==> src/rtl/duo_role_pkg.sv <==
package duo_role_pkg;

    typedef enum logic [1:0] {
        RS_SLOT    = 2'd0,
        RS_DELAY   = 2'd1,
        RS_ACTIVE  = 2'd2,
        RS_STANDBY = 2'd3
    } role_st_e;

    // Status value read through the own buffer
    localparam logic STATUS_FREE     = 1'b0;
    localparam logic STATUS_ISOLATED = 1'b1;

    // Cycles added to every start delay so the status synchroniser has settled
    localparam int unsigned SETTLE_CYC = 2;

    typedef struct packed {
        logic iso;
        logic standby;
    } role_drive_t;

    localparam role_drive_t DRIVE_WAIT   = '{iso: 1'b0, standby: 1'b1};
    localparam role_drive_t DRIVE_ACTIVE = '{iso: 1'b1, standby: 1'b0};

    function automatic int unsigned start_wait(input int unsigned slot,
                                               input int unsigned step);
        return slot * step + SETTLE_CYC;
    endfunction

endpackage

==> src/rtl/rsa_sync2.sv <==
module rsa_sync2 #(
    parameter logic RST_VAL = 1'b1
) (
    input  logic clk,
    input  logic rst,
    input  logic d_i,
    output logic q_o
);
    logic s1_q, s2_q;

    always_ff @(posedge clk) begin
        if (rst) begin
            s1_q <= RST_VAL;
            s2_q <= RST_VAL;
        end else begin
            s1_q <= d_i;
            s2_q <= s1_q;
        end
    end

    assign q_o = s2_q;
endmodule

==> src/rtl/rsa_start_delay.sv <==
module rsa_start_delay
    import duo_role_pkg::*;
#(
    parameter int unsigned SLOT_W = 2,
    parameter int unsigned STEP   = 100
) (
    input  logic              clk,
    input  logic              rst,
    input  logic              load_i,
    input  logic [SLOT_W-1:0] slot_i,
    output logic              done_o
);
    localparam int unsigned MAX_WAIT = ((1 << SLOT_W) - 1) * STEP + SETTLE_CYC;
    localparam int unsigned CNT_W    = $clog2(MAX_WAIT + 1);

    logic [CNT_W-1:0] cnt_q;

    always_ff @(posedge clk) begin
        if (rst) begin
            cnt_q <= '0;
        end else if (load_i) begin
            cnt_q <= CNT_W'(start_wait(32'(slot_i), STEP));
        end else if (cnt_q != '0) begin
            cnt_q <= cnt_q - CNT_W'(1);
        end
    end

    assign done_o = (cnt_q == '0);

    assert_delay_bound_R3: assert property (@(posedge clk) disable iff (rst)
        32'(cnt_q) <= MAX_WAIT);

    assert_delay_counts_down_R3: assert property (@(posedge clk) disable iff (rst)
        (!load_i && cnt_q != '0) |=> (cnt_q == $past(cnt_q) - CNT_W'(1)));
endmodule

==> src/rtl/rsa_hb_watch.sv <==
module rsa_hb_watch #(
    parameter int unsigned TIMEOUT = 500
) (
    input  logic clk,
    input  logic rst,
    input  logic arm_i,
    input  logic hb_i,
    input  logic clear_i,
    output logic expired_o
);
    localparam int unsigned CNT_W = $clog2(TIMEOUT + 1);

    logic [CNT_W-1:0] cnt_q;

    always_ff @(posedge clk) begin
        if (rst) begin
            cnt_q <= '0;
        end else if (!arm_i || hb_i || clear_i) begin
            cnt_q <= '0;
        end else if (cnt_q != CNT_W'(TIMEOUT)) begin
            cnt_q <= cnt_q + CNT_W'(1);
        end
    end

    assign expired_o = (cnt_q == CNT_W'(TIMEOUT));

    assert_hb_bound_R6: assert property (@(posedge clk) disable iff (rst)
        32'(cnt_q) <= TIMEOUT);

    assert_hb_restart_R6: assert property (@(posedge clk) disable iff (rst)
        hb_i |=> (cnt_q == '0));
endmodule

==> src/rtl/rsa_rst_pulse.sv <==
module rsa_rst_pulse #(
    parameter int unsigned WIDTH = 8
) (
    input  logic clk,
    input  logic rst,
    input  logic fire_i,
    output logic pulse_o
);
    localparam int unsigned CNT_W = $clog2(WIDTH + 1);

    logic [CNT_W-1:0] cnt_q;
    logic             busy_q;

    always_ff @(posedge clk) begin
        if (rst) begin
            busy_q <= 1'b0;
            cnt_q  <= '0;
        end else if (busy_q) begin
            if (cnt_q == CNT_W'(WIDTH - 1)) begin
                busy_q <= 1'b0;
                cnt_q  <= '0;
            end else begin
                cnt_q <= cnt_q + CNT_W'(1);
            end
        end else if (fire_i) begin
            busy_q <= 1'b1;
            cnt_q  <= '0;
        end
    end

    assign pulse_o = busy_q;

    assert_pulse_len_R7: assert property (@(posedge clk) disable iff (rst)
        $fell(busy_q) |-> ($past(cnt_q) == CNT_W'(WIDTH - 1)));

    assert_pulse_bound_R7: assert property (@(posedge clk) disable iff (rst)
        busy_q |-> (32'(cnt_q) < WIDTH));
endmodule

==> src/rtl/duo_role_arbiter.sv <==
module duo_role_arbiter
    import duo_role_pkg::*;
#(
    parameter int unsigned SLOT_W     = 2,
    parameter int unsigned DELAY_STEP = 100,
    parameter int unsigned HB_TIMEOUT = 500,
    parameter int unsigned RST_W      = 8
) (
    input  logic              clk,
    input  logic              rst,
    input  logic              hard_rst_i,
    input  logic [SLOT_W-1:0] slot_id_i,
    input  logic              peer_iso_i,
    input  logic              peer_hb_i,
    input  logic              board_ok_i,
    output logic              peer_iso_o,
    output logic              standby_o,
    output logic              peer_rst_o
);
    logic        unit_rst;
    logic        status_q;
    logic        dly_load, dly_done;
    logic        hb_arm, hb_expired;
    logic        fire;
    role_st_e    st_q, st_d;
    role_drive_t drv_q, drv_d;

    assign unit_rst = rst | hard_rst_i;

    rsa_sync2 #(.RST_VAL(STATUS_ISOLATED)) u_status_sync (
        .clk (clk),
        .rst (unit_rst),
        .d_i (peer_iso_i),
        .q_o (status_q)
    );

    rsa_start_delay #(.SLOT_W(SLOT_W), .STEP(DELAY_STEP)) u_start_delay (
        .clk    (clk),
        .rst    (unit_rst),
        .load_i (dly_load),
        .slot_i (slot_id_i),
        .done_o (dly_done)
    );

    rsa_hb_watch #(.TIMEOUT(HB_TIMEOUT)) u_hb_watch (
        .clk       (clk),
        .rst       (unit_rst),
        .arm_i     (hb_arm),
        .hb_i      (peer_hb_i),
        .clear_i   (peer_rst_o),
        .expired_o (hb_expired)
    );

    rsa_rst_pulse #(.WIDTH(RST_W)) u_rst_pulse (
        .clk     (clk),
        .rst     (unit_rst),
        .fire_i  (fire),
        .pulse_o (peer_rst_o)
    );

    assign dly_load = (st_q == RS_SLOT);
    assign hb_arm   = (st_q == RS_STANDBY);
    assign fire     = hb_arm && hb_expired && board_ok_i && !peer_rst_o;

    always_comb begin
        st_d  = st_q;
        drv_d = drv_q;
        case (st_q)
            RS_SLOT: st_d = RS_DELAY;
            RS_DELAY: begin
                if (dly_done) begin
                    if (status_q == STATUS_FREE) begin
                        st_d  = RS_ACTIVE;
                        drv_d = DRIVE_ACTIVE;
                    end else begin
                        st_d  = RS_STANDBY;
                        drv_d = DRIVE_WAIT;
                    end
                end
            end
            RS_STANDBY: begin
                if (status_q == STATUS_FREE) begin
                    st_d  = RS_ACTIVE;
                    drv_d = DRIVE_ACTIVE;
                end
            end
            default: ;
        endcase
    end

    always_ff @(posedge clk) begin
        if (unit_rst) begin
            st_q  <= RS_SLOT;
            drv_q <= DRIVE_WAIT;
        end else begin
            st_q  <= st_d;
            drv_q <= drv_d;
        end
    end

    assign peer_iso_o = drv_q.iso;
    assign standby_o  = drv_q.standby;

    assert_wait_standby_R1: assert property (@(posedge clk) disable iff (unit_rst)
        (st_q == RS_SLOT || st_q == RS_DELAY) |-> (standby_o && !peer_iso_o && !peer_rst_o));

    assert_claim_needs_free_R4: assert property (@(posedge clk) disable iff (unit_rst)
        $rose(peer_iso_o) |-> ($past(status_q) == STATUS_FREE));

    assert_active_isolates_R10: assert property (@(posedge clk) disable iff (unit_rst)
        !standby_o |-> peer_iso_o);

    assert_active_sticky_R10: assert property (@(posedge clk) disable iff (unit_rst)
        $fell(standby_o) |=> !standby_o);

    assert_fire_from_standby_R9: assert property (@(posedge clk) disable iff (unit_rst)
        $rose(peer_rst_o) |-> $past(st_q == RS_STANDBY && board_ok_i));
endmodule

==> config.mk <==
export PLATFORM = sky130hd
export DESIGN_NAME = duo_role_arbiter
export DESIGN_NICKNAME = d
export VERILOG_FILES = /design/src/rtl/duo_role_pkg.sv /design/src/rtl/rsa_sync2.sv /design/src/rtl/rsa_start_delay.sv /design/src/rtl/rsa_hb_watch.sv /design/src/rtl/rsa_rst_pulse.sv /design/src/rtl/duo_role_arbiter.sv
export SDC_FILE = /design/constraint.sdc
export NUM_CORES = 1
export LEC_CHECK = 0
export BUFFER_PORTS_ARGS = -buffer_cell sky130_fd_sc_hd__buf_2
export CELL_PAD_IN_SITES_DETAIL_PLACEMENT = 1
export CELL_PAD_IN_SITES_GLOBAL_PLACEMENT = 1
export CORE_UTILIZATION = 39
export CTS_BUF_LIST = sky130_fd_sc_hd__clkbuf_4 sky130_fd_sc_hd__clkbuf_8 sky130_fd_sc_hd__clkbuf_16
export DETAILED_ROUTE_END_ITERATION = 7
export GPL_TIMING_DRIVEN = 0
export PLACE_DENSITY_LB_ADDON = 0.1
export SETUP_SLACK_MARGIN = 0.05
export SYNTH_ARGS = -nofsm -noshare
export SYNTH_HDL_FRONTEND = slang
export SYNTH_HIERARCHICAL = 1
export SYNTH_SLANG_ARGS = --single-unit
==> constraint.sdc <==
create_clock -name clk -period 2.7 [get_ports clk]
set_input_delay 0.54 -clock clk [delete_from_list [all_inputs] [get_ports clk]]
set_output_delay 0.54 -clock clk [all_outputs]
set_load 0.1 [all_outputs]
==> flow_summary_export.csv, run 1 <==
group,metric,value,unit
run_status,status,"complete, no violations",
routing,drtIter0Drc,53,
critical_path,crit_top_cell,"buf_2",
critical_path,r2r-end,"u_start_delay/cnt_q[7]",
cells_and_area,finalNetCount,204,
critical_path,cp.required,2910,ps
routing,drt-vias-per-instance,5.35,
synthesis,seq_area_frac_synth,0.387,
die,start_util,0.407,
pwr,power_frac_seq,0.475,
sta,maxSlewViolCount,0,
critical_path,crit_start,"hard_rst_i",
routing,detailedRoute.firstPassIterationCount,4,
placed_design,hpwl,2370,um
sta,slew_headroom,0.594,
die,fp.dieH,64.0,um
clock_tree,clkSlewWorstSetupHoldPaths,60,ps
critical_path,cp-start-kind,"input pin",
critical_path,path_class,"in2reg",
pwr,power.leakage,0.659,nW
clock_tree,hold_buffers,0,
grt,grt_antenna_before_repair,0,
clock_tree,insertion_delay,270,ps
die,dieArea,4100,um^2
cells_and_area,drive_gt1_frac,0.155,
synthesis,ys_top_cells_by_count,"dfxtp_1, inv_1, a21oi_1, ha_1",
routing,ant_nets,0,
pwr,p_comb_frac,0.147,
pwr,swShare,0.251,
grt,grt_max_degree,11,
pwr,power_density,560,nW/um^2
critical_path,reg2reg_from,"u_start_delay/cnt_q[2]",
synthesis,yosysTopAreaCellShare,0.387,
pwr,max-vdd-ir-drop,0.220,mV
pwr,clkPwrFrac,0.378,
min_path,hp-start,"u_status_sync/s1_q",
routing,drt_wl_total,3110,um
sta,setup_tns,0,ps
synthesis,syn_inst,170,
synthesis,ys_ff_latch,29,
cells_and_area,syn2layout_area_growth,13.3,%
grt,grt_overflow,0,
sta,clock_skew,1.57,ps
synthesis,synth_area_leaders,"dfxtp_1, ha_1, a21oi_1",
synthesis,ys.flop_type,"dfxtp_1",
clock_tree,post_cts_buffers,0,
grt,grt_pass1_wl,5540,um
critical_path,rrSetupSlack,750,ps
clock_tree,cts_tree,"done",
critical_path,crit_chain,"buf_2, nor2_1, inv_1, or4b_1, buf_2, or4_4, o21ai_2",
critical_path,cp_max_fo,10,
routing,drcViolationCount,0,
synthesis,syn_area,1500,um^2
sta,timing_hold_violations_final,0,
clock_tree,cts-root-buf,"clkbuf_8",
clock_tree,clk_path_buf_depth,2,
placed_design,port_buffers,10,
synthesis,synth_area_leader_cell,"dfxtp_1",
sta,max_slew.worst_pin.slew,601,ps
sta,rsz0062_at_grt,"false",
routing,vias,1258,
critical_path,critPathMaxStageDelay,500,ps
clock_tree,cts_buffers,5,
min_path,whs_endpoint,"u_status_sync/q_o",
routing,wl_per_cell,13.2,um
clock_tree,h-tree-depth,2,
die,io_pins,11,
die,die-width,64.0,um
placed_design,place.gp.congestion,0.726,
grt,track_usage,0.174,
critical_path,critPathSlowestCell,"or4b_1",
min_path,min_delay_path_depth,1,
sta,finalCriticalPeriod,2090,ps
synthesis,synth_most_common_cell,"dfxtp_1",
sta,hold_ws,415,ps
critical_path,cp_data_arrival_time,2290,ps
synthesis,ys_async_sr_fraction,0,
sta,max_freq,479,MHz
sta,finalCritPeriodShare,0.773,
grt,grt_pass1_vias,1270,
synthesis,yosys_warnings,6,
synthesis,ys_types,46,
synthesis,synth_edf_count,0,
run,drv_cap,0,
synthesis,avgSynthCellArea,8.83,um^2
min_path,hp-class,"reg2reg",
cells_and_area,n_antenna_cell,0,
synthesis,syn_nets,187,
clock_tree,cts_num_sinks,29,
clock_tree,cts_resized,0,
pwr,p_int,0.714,mW
die,rows,22,
sta,setup_viol,0,
pwr,power_switching,0.239,mW
critical_path,critPathCaptureType,"flop",
critical_path,r2r.worst_path.cells,4,
die,design.core.area,3690,um^2
==> stage by stage <==
stage,area [um^2],util,power (mW),cells,setup slack (ps)
floorplan,1500,-,0.568,170,650
global placement,1610,0.437,0.597,228,334
detailed placement,1610,0.437,0.602,228,313
CTS,1700,0.461,0.973,235,598
global route,1700,0.461,1.02,235,461
finish,1700,0.461,0.953,235,613
==> registers in the layout, indices dropped and copies added, names as in the netlist <==
name                 cells
u_hb_watch/cnt_q         9
u_start_delay/cnt_q      9
u_rst_pulse/cnt_q        4
st_q                     2
peer_iso_o               1
standby_o                1
u_rst_pulse/pulse_o      1
u_status_sync/q_o        1
u_status_sync/s1_q       1
==> worst max path at each step <==
stage                           to  slack [ps]
2_1_floorplan  u_hb_watch/cnt_q[0]         650
3_3_place_gp   u_hb_watch/cnt_q[0]         330
3_5_place_dp   u_hb_watch/cnt_q[0]         310
4_1_cts        u_hb_watch/cnt_q[0]         600
5_1_grt        u_hb_watch/cnt_q[0]         460
6_report       u_hb_watch/cnt_q[0]         610
==> cells in the final DEF, fill, tap and decap left out, types with 3 or more instances in the layout <==
cell,count
a21oi_1,15
a31oi_1,4
buf_2,11
clkbuf_8,6
dfxtp_1,29
ha_1,9
inv_1,17
nand2_1,8
nand2b_1,3
nand3_1,6
nand3b_1,3
nor2_1,8
nor3_1,6
nor4b_1,3
o21ai_0,8
or2_1,3
or3_1,6
or4_4,3
==> worst max-delay path: cells and delay by family <==
family          cells  cell delay [ps]
buf+inv             3              500
compound gates      1               60
simple gates        3             1180
==> metal layers <==
layer | vias up | GRT usage | share of wire
li1 | 648 | - | -
met1 | 599 | 0.205 | 0.47
met2 | 11 | 0.297 | 0.50
met3 | 0 | 0.0589 | 0.026
met4 | 0 | 0.0511 | 0
met5 | - | 0 | 0
==> cell families (layout without fill, tap and decap cells) <==
group / Yosys count / after routing / share of synthesized area
buf+inv: 21 / 38 / 0.0583
compound gates: 43 / 43 / 0.187
flops: 29 / 29 / 0.387
fa+ha+maj: 9 / 9 / 0.0750
simple gates: 62 / 62 / 0.255
mux: 2 / 2 / 0.0150
xor+xnor: 4 / 4 / 0.0233
==> cell type report <==
| cell class | instances | area, um^2 |
|---|---|---|
| inverters | 17 | 63.8 |
| flip-flops and latches | 29 | 581 |
| plain buffers | 4 | 23.8 |
| clock buffers | 7 | 90.1 |
| well taps | 48 | 60.1 |
| repair buffers | 10 | 50.0 |
| fillers | 450 | 1990 |
| multi-input cells | 120 | 833 |
==> power groups by stage <==
stage	combinational [mW]	sequential, mW	clock, mW
after CTS	0.141	0.452	0.379
after global placement	0.136	0.460	0
after detailed placement	0.140	0.462	0
final	0.140	0.453	0.361
after global routing	0.157	0.454	0.406
after floorplan	0.109	0.459	0
(Power assumes the default switching activity.)
==> run 2, diff against run 1 <==
==> constraint.sdc (replaced) <==
create_clock -name clk -period 2 [get_ports clk]
set_input_delay 0.4 -clock clk [delete_from_list [all_inputs] [get_ports clk]]
set_output_delay 0.4 -clock clk [all_outputs]
set_load 0.1 [all_outputs]
==> run 2 against run 1 <==
Against the previous run:
- utilization rose by 0.95 points
- sequential cell count did not move
- hold slack got worse by 110 ps
- first-iteration DRC count fell by 38%
- via count rose by 3.3%
- design area rose by 2.1%
- critical path depth fell by 3
- clock power rose by 41%
- total power rose by 39%
- final cell count rose by 0.85%
- critical endpoint is now u_start_delay/cnt_q[7]
- largest power group unchanged
==> flow_summary_export.csv, run 2 (synthesis results as in run 1) <==
group,metric,value,unit
run_status,status,"complete, no violations",
die,dieArea,4100,um^2
cells_and_area,reg.largest.list,"u_hb_watch/cnt_q x9, u_start_delay/cnt_q x9, u_rst_pulse/cnt_q x4",
pwr,p_total,1.32,mW
clock_tree,h-tree-depth,2,
sta,max_freq,537,MHz
sta,clock_skew,0.965,ps
cells_and_area,final_cell_count_no_fill,237,
sta,max_slew.worst_pin.slew,539,ps
routing,drt_wl_total,3350,um
sta,timing_hold_violations_final,0,
routing,vias,1300,
pwr,max-vdd-ir-drop,0.324,mV
sta,setup_viol,0,
placed_design,post-place-ws,-266,ps
placed_design,place.gp.congestion,0.725,
grt,grt_overflow,0,
die,start_util,0.407,
critical_path,path_class,"reg2reg",
grt,grt_antenna_before_repair,0,
routing,wl_per_cell,14.1,um
cells_and_area,drive_gt1_frac,0.233,
die,io_pins,11,
clock_tree,insertion_delay,280,ps
die,die-width,64.0,um
routing,drcViolationCount,0,
critical_path,critPathSlowestCell,"or4_4",
sta,finalCriticalPeriod,1860,ps
pwr,power.leakage,0.668,nW
cells_and_area,layout_commonest_cell,"dfxtp_1",
critical_path,cp_max_fo,3,
placed_design,post_dp_cell_area,1610,um^2
placed_design,hpwl,2360,um
die,rows,22,
cells_and_area,post-route-util,0.471,
clock_tree,cts-root-buf,"clkbuf_8",
clock_tree,cts_buffers,5,
routing,detailedRoute.firstPassIterationCount,4,
placed_design,placedCellCount,228,
cells_and_area,seq_area,587,um^2
clock_tree,cts_num_sinks,29,
cells_and_area,multi_input_area,847,um^2
cells_and_area,final_cell_area,1740,um^2
critical_path,critPathMaxStageDelay,540,ps
routing,ant_nets,0,
min_path,hp-class,"in2reg",
cells_and_area,syn2layout_area_growth,15.7,%
sta,setup_tns,0,ps
sta,finalCritPeriodShare,0.930,
critical_path,crit_chain,"or4_4, or4_4, a211o_1, a221oi_2",
grt,grt_pass1_wl,5730,um
critical_path,crit_top_cell,"or4_4",
clock_tree,clk_path_buf_depth,2,
critical_path,cp-start-kind,"flop",
cells_and_area,finalNetCount,206,
critical_path,r2r.worst_path.cells,4,
critical_path,path_buf_inv,0,
grt,grt_pass1_vias,1311,
die,design.core.area,3690,um^2
sta,maxSlewViolCount,0,
min_path,min_delay_path_depth,2,
run,drv_cap,0,
placed_design,port_buffers,10,
routing,drt-vias-per-instance,5.49,
cells_and_area,n_antenna_cell,0,
cells_and_area,fillCellCount,443,
critical_path,cp.required,2200,ps
clock_tree,cts_tree,"done",
critical_path,cp_data_arrival_time,2060,ps
die,fp.dieH,64.0,um
critical_path,critPathCaptureType,"flop",
sta,setup_ws,139,ps
grt,grt_max_degree,11,
clock_tree,clkSlewWorstSetupHoldPaths,60,ps
cells_and_area,final_cell_mix,"dfxtp_1, a21oi_1, inv_1, buf_2",
pwr,power_density,760,nW/um^2
critical_path,critPathTopFamily,"simple AND/OR/NAND/NOR gates",
critical_path,crit_cells,4,
sta,slew_headroom,0.636,
grt,track_usage,0.183,
sta,rsz0062_at_grt,"false",
routing,drtIter0Drc,33,
sta,hold_ws,301,ps
-- run 2: cell types whose count changed in the layout (fill, tap and decap cells not counted), sizes merged --
cell	delta
buf	+2
-- run 2: final timing paths --
kind | startpoint | to | slack, ps
min reg2reg | u_status_sync/s1_q | u_status_sync/q_o | 410
min | peer_iso_i | u_status_sync/s1_q | 300
max | u_start_delay/cnt_q[1] | u_start_delay/cnt_q[7] | 140
max reg2reg | u_start_delay/cnt_q[1] | u_start_delay/cnt_q[7] | 140
-- run 2: per-layer routing --
| layer | part of all wire | GRT usage |
|---|---|---|
| met5 | 0 | 0 |
| met4 | 0.016 | 0.0710 |
| met3 | 0.034 | 0.0661 |
| met2 | 0.49 | 0.309 |
| met1 | 0.46 | 0.209 |
-- run 2: timing repair --
action	CTS	global route
pin swaps	0	5
gates resized for setup	2	10
buffers inserted	0	2
hold buffers	0	0
setup endpoints to repair	2	9
-- run 2: layout make-up --
| class | count | area share |
|---|---|---|
| sequential | 29 | 0.338 |
| buffer | 4 | 0.0137 |
| multi-input combinational | 120 | 0.488 |
| timing repair buffer | 12 | 0.0375 |
| inverter | 17 | 0.0367 |
| clock buffer | 7 | 0.0519 |
| tap | 48 | 0.0346 |
-- run 2: power by group --
| group | total, mW | internal [mW] | switching [mW] |
|---|---|---|---|
| Sequential | 0.612 | 0.594 | 0.0176 |
| Combinational | 0.200 | 0.0907 | 0.109 |
| Clock | 0.508 | 0.286 | 0.222 |
| Total | 1.32 | 0.971 | 0.349 |
